## config.mk

```make
export PLATFORM = sky130hd
export DESIGN_NAME = cpu_bank_port
export DESIGN_NICKNAME = d
export VERILOG_FILES = /design/src/rtl/ppa_pkg.sv /design/src/rtl/ppa_sync.sv /design/src/rtl/ppa_ctrl_reg.sv /design/src/rtl/ppa_decode.sv /design/src/rtl/ppa_access_fsm.sv /design/src/rtl/cpu_bank_port.sv
export SDC_FILE = /design/constraint.sdc
export NUM_CORES = 1
export LEC_CHECK = 0
export BUFFER_PORTS_ARGS = -buffer_cell sky130_fd_sc_hd__buf_4
export CORE_MARGIN = 2
export CORE_UTILIZATION = 50
export CTS_CLUSTER_DIAMETER = 200
export CTS_CLUSTER_SIZE = 12
export DETAILED_ROUTE_END_ITERATION = 12
export PLACE_DENSITY = 0.88
export SYNTH_ARGS = -nofsm -noshare
export SYNTH_HDL_FRONTEND = slang
export SYNTH_HIERARCHICAL = 1
export SYNTH_SLANG_ARGS = --single-unit
```

## constraint.sdc

```tcl
create_clock -name clk -period 3.6 [get_ports clk]
set_input_delay 0.18 -clock clk [delete_from_list [all_inputs] [get_ports clk]]
set_output_delay 0.18 -clock clk [all_outputs]
set_load 0.02 [all_outputs]
```

## src/rtl/ppa_pkg.sv

```systemverilog
package ppa_pkg;
  typedef enum logic [2:0] {
    TGT_NONE = 3'd0,
    TGT_DM   = 3'd1,
    TGT_CML  = 3'd2,
    TGT_CMH  = 3'd3,
    TGT_CTRL = 3'd4
  } tgt_e;

  typedef enum logic [1:0] {
    ST_IDLE = 2'd0,
    ST_WAIT = 2'd1,
    ST_ACK  = 2'd2
  } acc_st_e;

  localparam int CR_SPLIT   = 7;
  localparam int CR_MSGALL  = 6;
  localparam int CR_SPARE   = 5;
  localparam int CR_SEL_LSB = 3;
  localparam int CMH_BITS   = 3;
endpackage

```

## src/rtl/ppa_sync.sv

```systemverilog
module ppa_sync #(
  parameter int             W       = 1,
  parameter int             STAGES  = 2,
  parameter logic [W-1:0]   RST_VAL = '0
) (
  input  logic         clk,
  input  logic         rst_n,
  input  logic [W-1:0] d,
  output logic [W-1:0] q
);
  logic [W-1:0] stg [STAGES];

  for (genvar s = 0; s < STAGES; s++) begin : g_stage
    logic [W-1:0] src;
    if (s == 0) begin : g_first
      assign src = d;
    end else begin : g_next
      assign src = stg[s-1];
    end
    always_ff @(posedge clk or negedge rst_n) begin
      if (!rst_n) stg[s] <= RST_VAL;
      else        stg[s] <= src;
    end
  end

  assign q = stg[STAGES-1];
endmodule

```

## src/rtl/ppa_ctrl_reg.sv

```systemverilog
module ppa_ctrl_reg import ppa_pkg::*; #(
  parameter int DW    = 8,
  parameter int STR_W = 3
) (
  input  logic             clk,
  input  logic             rst_n,
  input  logic             we,
  input  logic [DW-1:0]    wdata,
  output logic [DW-1:0]    value,
  output logic             split,
  output logic             msgall,
  output logic [1:0]       sel,
  output logic [STR_W-1:0] stream
);
  localparam logic [DW-1:0] KEEP_MASK = ~(DW'(1) << CR_SPARE);

  logic [DW-1:0] cr_q, cr_d;

  always_comb begin
    cr_d = cr_q;
    if (we) cr_d = wdata & KEEP_MASK;
  end

  always_ff @(posedge clk or negedge rst_n) begin
    if (!rst_n) cr_q <= '0;
    else        cr_q <= cr_d;
  end

  assign value  = cr_q;
  assign split  = cr_q[CR_SPLIT];
  assign msgall = cr_q[CR_MSGALL];
  assign sel    = cr_q[CR_SEL_LSB +: 2];
  assign stream = cr_q[STR_W-1:0];


  spare_bit_zero_chk: assert property (@(posedge clk) disable iff (!rst_n)
    we |=> (value[CR_SPARE] == 1'b0));
endmodule

```

## src/rtl/ppa_decode.sv

```systemverilog
module ppa_decode import ppa_pkg::*; #(
  parameter int CH_W  = 5,
  parameter int STR_W = 3
) (
  input  logic                  rw,
  input  logic [CH_W:0]         addr,
  input  logic                  split,
  input  logic [1:0]            sel,
  input  logic [STR_W-1:0]      stream,
  output tgt_e                  tgt,
  output logic [STR_W+CH_W-1:0] waddr
);
  logic [1:0] eff;

  always_comb begin
    if (split) eff = rw ? 2'b01 : 2'b10;
    else       eff = sel;
    if (!addr[CH_W]) begin
      tgt = TGT_CTRL;
    end else if (!rw && (eff == 2'b01 || eff == 2'b00)) begin
      tgt = TGT_NONE;
    end else begin
      tgt = tgt_e'({1'b0, eff});
    end
  end

  assign waddr = {stream, addr[CH_W-1:0]};
endmodule

```

## src/rtl/ppa_access_fsm.sv

```systemverilog
module ppa_access_fsm import ppa_pkg::*; #(
  parameter int DW = 8
) (
  input  logic          clk,
  input  logic          rst_n,
  input  logic          active,
  input  logic          rw,
  input  logic          is_ctrl,
  input  tgt_e          tgt,
  input  logic [DW-1:0] ctrl_val,
  input  logic [DW-1:0] mem_rdata,
  input  logic          slot,
  output logic          ctrl_we,
  output logic          mem_re,
  output logic          mem_we,
  output logic          ack_n,
  output logic [DW-1:0] dout,
  output logic          dout_en
);
  localparam logic [DW-1:0] CMH_MASK = DW'((1 << CMH_BITS) - 1);

  acc_st_e       st_q, st_d;
  logic          rd_q, rd_d;
  logic          fast_q, fast_d;
  logic [DW-1:0] dout_q, dout_d;
  logic          tgt_mem;

  assign tgt_mem = (tgt == TGT_DM) || (tgt == TGT_CML) || (tgt == TGT_CMH);

  always_comb begin
    st_d    = st_q;
    rd_d    = rd_q;
    fast_d  = fast_q;
    dout_d  = dout_q;
    ctrl_we = 1'b0;
    mem_re  = 1'b0;
    mem_we  = 1'b0;
    unique case (st_q)
      ST_IDLE: if (active) begin
        rd_d = rw;
        if (is_ctrl && !rw) begin
          ctrl_we = 1'b1;
          fast_d  = 1'b1;
          st_d    = ST_ACK;
        end else begin
          fast_d  = 1'b0;
          st_d    = ST_WAIT;
        end
      end
      ST_WAIT: if (!active) begin
        st_d = ST_IDLE;
      end else if (slot) begin
        st_d = ST_ACK;
        if (rd_q) begin
          mem_re = tgt_mem;
          unique case (tgt)
            TGT_CTRL: dout_d = ctrl_val;
            TGT_CMH:  dout_d = mem_rdata & CMH_MASK;
            TGT_NONE: dout_d = '0;
            default:  dout_d = mem_rdata;
          endcase
        end else begin
          mem_we = (tgt == TGT_CML) || (tgt == TGT_CMH);
        end
      end
      ST_ACK: if (!active) st_d = ST_IDLE;
      default: st_d = ST_IDLE;
    endcase
  end

  always_ff @(posedge clk or negedge rst_n) begin
    if (!rst_n) begin
      st_q   <= ST_IDLE;
      rd_q   <= 1'b0;
      fast_q <= 1'b0;
      dout_q <= '0;
    end else begin
      st_q   <= st_d;
      rd_q   <= rd_d;
      fast_q <= fast_d;
      dout_q <= dout_d;
    end
  end

  assign ack_n   = (st_q != ST_ACK);
  assign dout    = dout_q;
  assign dout_en = (st_q == ST_ACK) && rd_q;


  slow_ack_after_slot_chk: assert property (@(posedge clk) disable iff (!rst_n)
    ($fell(ack_n) && !fast_q) |-> $past(slot));

  ack_hold_chk: assert property (@(posedge clk) disable iff (!rst_n)
    (!ack_n && active) |=> !ack_n);

  rd_data_stable_chk: assert property (@(posedge clk) disable iff (!rst_n)
    (!ack_n && $past(!ack_n)) |-> $stable(dout));

  strobe_excl_chk: assert property (@(posedge clk) disable iff (!rst_n)
    !(mem_re && mem_we));
endmodule

```

## src/rtl/cpu_bank_port.sv

```systemverilog
module cpu_bank_port import ppa_pkg::*; #(
  parameter int SYNC_STAGES = 2,
  parameter int CH_W        = 5,
  parameter int STR_W       = 3,
  parameter int DW          = 8
) (
  input  logic                  clk,
  input  logic                  rst_n,
  input  logic                  bus_cs_n,
  input  logic                  bus_ds,
  input  logic                  bus_rw,
  input  logic [CH_W:0]         bus_addr,
  input  logic [DW-1:0]         bus_din,
  output logic [DW-1:0]         bus_dout,
  output logic                  bus_dout_en,
  output logic                  bus_ack_n,
  input  logic                  slot_i,
  output logic [1:0]            mem_sel,
  output logic [STR_W+CH_W-1:0] mem_addr,
  output logic                  mem_re,
  output logic                  mem_we,
  output logic [DW-1:0]         mem_wdata,
  input  logic [DW-1:0]         mem_rdata,
  output logic                  split_mode,
  output logic                  msg_all
);
  localparam logic [DW-1:0] CMH_MASK = DW'((1 << CMH_BITS) - 1);

  logic             rst_s_n;
  logic [1:0]       strb_s;
  logic             active;
  logic             ctrl_we;
  logic [DW-1:0]    ctrl_val;
  logic [1:0]       cr_sel;
  logic [STR_W-1:0] cr_stream;
  tgt_e             tgt;

  ppa_sync #(.W(1), .STAGES(2), .RST_VAL(1'b0)) u_rst_sync (
    .clk(clk), .rst_n(rst_n), .d(1'b1), .q(rst_s_n));

  ppa_sync #(.W(2), .STAGES(SYNC_STAGES), .RST_VAL(2'b10)) u_bus_sync (
    .clk(clk), .rst_n(rst_s_n), .d({bus_cs_n, bus_ds}), .q(strb_s));

  assign active = !strb_s[1] && strb_s[0];

  ppa_ctrl_reg #(.DW(DW), .STR_W(STR_W)) u_ctrl (
    .clk(clk), .rst_n(rst_s_n), .we(ctrl_we), .wdata(bus_din),
    .value(ctrl_val), .split(split_mode), .msgall(msg_all),
    .sel(cr_sel), .stream(cr_stream));

  ppa_decode #(.CH_W(CH_W), .STR_W(STR_W)) u_dec (
    .rw(bus_rw), .addr(bus_addr), .split(split_mode), .sel(cr_sel),
    .stream(cr_stream), .tgt(tgt), .waddr(mem_addr));

  ppa_access_fsm #(.DW(DW)) u_fsm (
    .clk(clk), .rst_n(rst_s_n), .active(active), .rw(bus_rw),
    .is_ctrl(!bus_addr[CH_W]), .tgt(tgt), .ctrl_val(ctrl_val),
    .mem_rdata(mem_rdata), .slot(slot_i), .ctrl_we(ctrl_we),
    .mem_re(mem_re), .mem_we(mem_we), .ack_n(bus_ack_n),
    .dout(bus_dout), .dout_en(bus_dout_en));

  assign mem_sel   = tgt[1:0];
  assign mem_wdata = (tgt == TGT_CMH) ? (bus_din & CMH_MASK) : bus_din;


  split_read_dm_chk: assert property (@(posedge clk) disable iff (!rst_s_n)
    (split_mode && mem_re) |-> (mem_sel == 2'b01));

  split_write_cml_chk: assert property (@(posedge clk) disable iff (!rst_s_n)
    (split_mode && mem_we) |-> (mem_sel == 2'b10));

  no_dm_write_chk: assert property (@(posedge clk) disable iff (!rst_s_n)
    mem_we |-> (mem_sel[1] == 1'b1));

  strobe_in_slot_chk: assert property (@(posedge clk) disable iff (!rst_s_n)
    (mem_re || mem_we) |-> (slot_i && bus_ack_n));
endmodule

```

==> results of run 1 <==
## final cells by class
cell class	instances	area (sq um)
well taps	30	37.5
clock buffers	4	36.3
flip-flops and latches	24	603
fillers	194	858
inverters	4	15.0
repair buffers	53	405
multi-input cells	63	522
## flip-flops by register name (all words and copies together), names as in the netlist
signal and count:
u_fsm/st_q 2, u_fsm/rd_q 1, u_rst_sync/g_stage.src 1, u_fsm/dout 8, u_ctrl/value 7, u_rst_sync/q 1, u_bus_sync/g_stage.src 2, u_bus_sync/q 2
## where the power goes
part / switching, mW / internal, mW
logic: 0.128 / 0.140
registers: 0.0411 / 0.314
clock network: 0.0782 / 0.0619
total: 0.247 / 0.516
## kinds of logic after synthesis
family	Yosys count
and+or+nand+nor	30
buffers and inverters	26
AOI/OAI and AO/OA	15
DFF	24
muxes	16
other	2
## path summary, 6_finish.rpt
check	slack (ns)	endpoint	depth (start not counted)
max	1.32	mem_re	5
min	0.06	u_fsm/st_q[0]$_DFFE_PN0P_	2
min reg2reg	0.37	u_bus_sync/g_stage[1].src[0]$_DFF_PN0_	0
max in group asynchronous	2.71	u_fsm/dout[5]$_DFFE_PN0P_	0
min in group asynchronous	0.16	u_rst_sync/g_stage[1].src$_DFF_PN0_	2
max reg2reg	1.63	u_fsm/dout[4]$_DFFE_PN0P_	5
## cell usage in the layout, fill, tap and decap left out, drive strengths merged
master / instances
nor2: 4
nand2: 4
conb: 2
clkbuf: 4
o21a: 1
and2: 5
a211oi: 1
o21ai: 7
nor4b: 1
nor3b: 2
nor2b: 4
nand4: 1
nand2b: 3
inv: 4
nand3: 1
mux2: 16
o221a: 1
buf: 50
a32o: 5
and3: 1
dfstp: 2
nor3: 1
dlygate4sd3: 3
nand3b: 2
or2: 1
dfrtp: 22
## synth_stat cells, types with 2 or more instances
| library cell | n | area [sq um] |
|---|---|---|
| dfrtp_1 | 22 | 551 |
| buf_4 | 19 | 143 |
| mux2_2 | 9 | 101 |
| mux2_4 | 7 | 105 |
| o21ai_0 | 7 | 35.0 |
| a32o_1 | 5 | 50.1 |
| and2_1 | 4 | 25.0 |
| inv_1 | 4 | 15.0 |
| nand2_1 | 4 | 15.0 |
| nor2_1 | 4 | 15.0 |
| nand2b_1 | 3 | 18.8 |
| nor2b_1 | 3 | 18.8 |
| buf_6 | 2 | 22.5 |
| conb_1 | 2 | 7.51 |
| dfstp_2 | 2 | 52.6 |
| nor3b_1 | 2 | 15.0 |
## per-layer routing
metal,wire length [um],GRT usage (%),vias to the layer above
li1,-,-,439
met1,1090,24.6,459
met2,1410,33.1,41
met3,181,3.76,6
met4,53,11.0,0
met5,0,0,-
## stage by stage
step	area [sq um]	power, mW
6_report	1620	0.763
5_1_grt	1620	0.803
4_1_cts	1620	0.769
3_5_place_dp	1550	0.624
3_3_place_gp	1550	0.614
2_1_floorplan	1310	0.568
## repair_timing
item                      CTS  global route
gates resized for setup     0             0
hold endpoints to repair    4             0
hold buffers                3             0
==> metrics.csv, run 1 <==
metric;value;unit
synth_simple_gate_area_share;15.0;%
cp_cell_sequence;nor2b_2 -> o221a_1 -> or2_1 -> nor3b_1 -> buf_4;
cts-root-buf;clkbuf_4;
wire_per_inst;15.3;um
finalMaxSlewViolations;0;
status;finished, final reports clean;
place.gp.congestion;0.802;
avgSynthCellArea;11.6;sq um
ir_drop;352;uV
row_count;18;
cts_setup_buffers;0;
fin_cells;178;
h-tree-depth;1;
final_hold_viol_count;0;
drtPass1Iterations;5;
dieArea;3050;sq um
synth_mux_area_share;15.8;%
synthAdderAreaFrac;0;%
grt_pass1_vias;891;
dpl_worst_slack;1.68;ns
ys_seq_area_share;46.0;%
startpoint_type;flop;
clk_path_buf_depth;2;
start_util;52.9;%
cts.reportedPaths.clkPinSlew;0.12;ns
synth_flop_cell;dfrtp_1;
cpMaxStageDelayCell;dfrtp_1;
crit_fanout;9;
fp.dieH;55.2;um
final_nets;177;
power.density;471;nW/um^2
drtIter0Drc;14;
viasPerCell;5.31;
syn_area;1310;sq um
hp-class;primary input to flop;
endpoint_kind;primary output;
hpwl;2070;um
core;2480;sq um
ys_types;30;
postLayoutSetupSlackWorst;1.32;ns
grt_pass1_wl;4080;um
cp.required;3.42;ns
syn_nets;141;
placed_cells;171;
whs;0.0610;ns
track_usage;20.0;%
fin_crit;2.28;ns
critPathTopFamily;simple AND/OR/NAND/NOR gates;
cp-startpoint;u_ctrl/value[7]$_DFFE_PN0P_;
synth-xor-area-share;0;%
synth_compound_area_share;8.50;%
synthArstFlopShare;100;%
cts_buffers;3;
p_leak;0.825;nW
r2r-start;u_ctrl/value[4]$_DFFE_PN0P_;
fin_util;65.4;%
clkSinkCount;24;
critPathKind;flop to primary output;
clock.fmax;438;MHz
slew_headroom;42.5;%
hp-start;slot_i;
insertion_delay;0.31;ns
period_share;63.5;%
grt_overflow;0;
wirelength;2730;um
maxCapViolCount;0;
crit_arrival;2.10;ns
io_buffer_count;49;
tns;0;ns
synthCells;113;
ys_ff_latch;24;
cts_tree;done;
drc;0;
drive_gt1_share;51.4;%
via_count;945;
boundaryPins;60;
grt_max_degree;23;
synth_top_family_by_area;multiplexers;
antenna_found_initial;0;
rsz0062_at_grt;no;
finalSetupViolations;0;
syn2layout_area_growth;23.6;%
num_antenna_cells;0;
ant_nets;0;
synth_warnings;6;
synth_enable_flop_cells;0;
critical_path_buf_inv_count;1;
cp_slowest_stage_delay;0.46;ns
fin_skew;0.00166;ns
dieWidth;55.2;um
worstMarginPinSlew;0.863;ns
(Power assumes the default switching activity.)
==> run 2, diff against run 1 <==
Settings changed: CORE_UTILIZATION 50 to 42, PLACE_DENSITY 0.88 to 0.79.
Clock period 3.6 ns to 1.9 ns, I/O delays scaled along.
==> metrics.csv, run 2 (same netlist as run 1, synthesis figures left out) <==
metric;value;unit;change
r2r-start;u_ctrl/value[7]$_DFFE_PN0P_;;
endpoint_kind;primary output;;
wirelength;3070;um;+12%
maxCapViolCount;0;;unchanged
swShare;33.5;%;+1.1 points
track_usage;19.5;%;-0.47 points
critPathTopFamily;flip-flops;;
fin_skew;0.00346;ns;+0.00180 ns
clk_path_buf_depth;2;;unchanged
h-tree-depth;1;;unchanged
slew_headroom;41.2;%;-1.3 points
io_buffer_count;49;;unchanged
crit_arrival;1.76;ns;-0.34 ns
fin_crit;1.85;ns;
cts_buffers;3;;unchanged
row_count;20;;+2
ant_nets;0;;unchanged
grt_pass1_vias;1046;;+17%
drc;0;;unchanged
cp_cell_sequence;o221a_4 -> or2_4 -> nor3b_2 -> buf_4;;
layout_common_cells;buf_4 (57), dfrtp_1 (21), dlygate4sd3_1 (9), mux2_2 (9);;
finalSetupViolations;0;;unchanged
cts_tree;done;;
drive_gt1_share;56.5;%;+5.2 points
critical_path_buf_inv_count;1;;unchanged
start_util;43.6;%;-9.3 points
crit_fanout;8;;-1
p_int;1.01;mW;+96%
power.density;855;nW/um^2;+81%
worstMarginPinSlew;0.882;ns;+0.0188 ns
largest_reg_flops;8;;unchanged
pwr-share-seq;44.7;%;-1.8 points
viasPerCell;5.07;;-4.5%
cp.required;1.80;ns;-1.62 ns
hp-start;bus_din[1];;
antenna_found_initial;0;;unchanged
dieWidth;59.9;um;+8.5%
final_hold_viol_count;0;;unchanged
reg2reg_to;u_fsm/dout[5]$_DFFE_PN0P_;;
fp.dieH;59.9;um;+8.5%
grt_overflow;0;;unchanged
drtIter0Drc;14;;unchanged
cts-root-buf;clkbuf_4;;
drtPass1Iterations;4;;-1
totalPowerFinal;1.52;mW;+99%
clkSinkCount;24;;unchanged
syn2layout_area_growth;35.8;%;
reg2reg_depth;6;;+1
cpMaxStageDelayCell;dfrtp_2;;
grt_pass1_wl;4990;um;+22%
finalMaxSlewViolations;0;;unchanged
insertion_delay;0.32;ns;about the same
pwr-share-clk;15.7;%;-2.7 points
dieArea;3580;sq um;+18%
whs;0.00616;ns;-0.0548 ns
final_nets;190;;+7.3%
combPwrFrac;39.6;%;+4.5 points
cp_slowest_stage_delay;0.48;ns;+0.02 ns
clock.fmax;540;MHz;
layout_commonest_cell;buf_4;;
hp-class;primary input to flop;;
via_count;984;;+4.1%
p_switching;0.510;mW;+110%
p_leak;0.895;nW;+8.6%
place.gp.congestion;0.826;;+3.0%
boundaryPins;60;;unchanged
startpoint_type;flop;;
ir_drop;415;uV;+18%
min_to;u_ctrl/value[1]$_DFFE_PN0P_;;
wire_per_inst;15.8;um;+2.9%
num_antenna_cells;0;;unchanged
critPathKind;flop to primary output;;
status;finished, final reports clean;;
rrSetupSlack;0.07;ns;-1.56 ns
cts.reportedPaths.clkPinSlew;0.13;ns;about the same
period_share;97.4;%;
hpwl;2250;um;+8.8%
hold-path-cell-count;2;;unchanged
grt_max_degree;23;;unchanged
core;3000;sq um;+21%
[run 2: cell count changes in the layout (fill, tap and decap cells not counted), sizes merged]
cell,previous run,this run
dlygate4sd3,3,9
buf,50,57
[run 2: layer usage]
metal	track usage, %	up-vias	wire length [um]
met5	0	-	0
met4	9.21	0	78
met3	3.03	7	189
met2	35.1	38	1630
met1	22.4	475	1170
li1	-	464	-
[run 2: worst max-delay path by stage]
stage	start	end	slack, ns	depth (start not counted)
6_report	u_ctrl/value[7]$_DFFE_PN0P_	mem_re	0.05	4
5_1_grt	u_ctrl/value[7]$_DFFE_PN0P_	mem_re	-0.01	5
4_1_cts	u_ctrl/value[4]$_DFFE_PN0P_	mem_re	0.03	5
3_5_place_dp	u_ctrl/value[4]$_DFFE_PN0P_	u_fsm/dout[3]$_DFFE_PN0P_	-0.00008	6
3_3_place_gp	u_ctrl/value[4]$_DFFE_PN0P_	u_fsm/dout[5]$_DFFE_PN0P_	0.08	5
2_1_floorplan	u_ctrl/value[7]$_DFFE_PN0P_	u_fsm/dout[3]$_DFFE_PN0P_	0.04	6
[run 2: power groups by stage]
stage	sequential (mW)	clock, mW	combinational, mW
after floorplan	0.713	0	0.368
after global placement	0.681	0	0.499
after detailed placement	0.689	0	0.515
after CTS	0.680	0.245	0.558
after global routing	0.698	0.265	0.637
final	0.680	0.239	0.602
[run 2: metrics by stage]
step           util [%]  std cells  cell area (sq um)    TNS (ns)  setup WS (ns)
2_1_floorplan         -        113               1320           0         0.0444
4_1_cts            57.8        190               1740           0         0.0272
6_report           59.3        194               1780           0         0.0496
5_1_grt            59.3        194               1780     -0.0173        -0.0111
3_5_place_dp       52.6        176               1580  -0.0000840     -0.0000840
3_3_place_gp       52.6        176               1580           0         0.0819
[run 2: repair_timing]
| item | in CTS | in global routing |
|---|---|---|
| setup endpoints to repair | 7 | 9 |
| buffers inserted | 1 | 4 |
| resized for setup | 6 | 3 |
| pin swaps | 0 | 2 |
| endpoints found under the hold margin | 10 | 0 |
| hold buffers | 9 | 0 |
[run 2: final cells by class]
cell class	instances	area [sq um]
repair buffers	66	518
inverters	4	15.0
fillers	250	1220
multi-input cells	63	574
flip-flops and latches	24	604
well taps	33	41.3
clock buffers	4	26.3
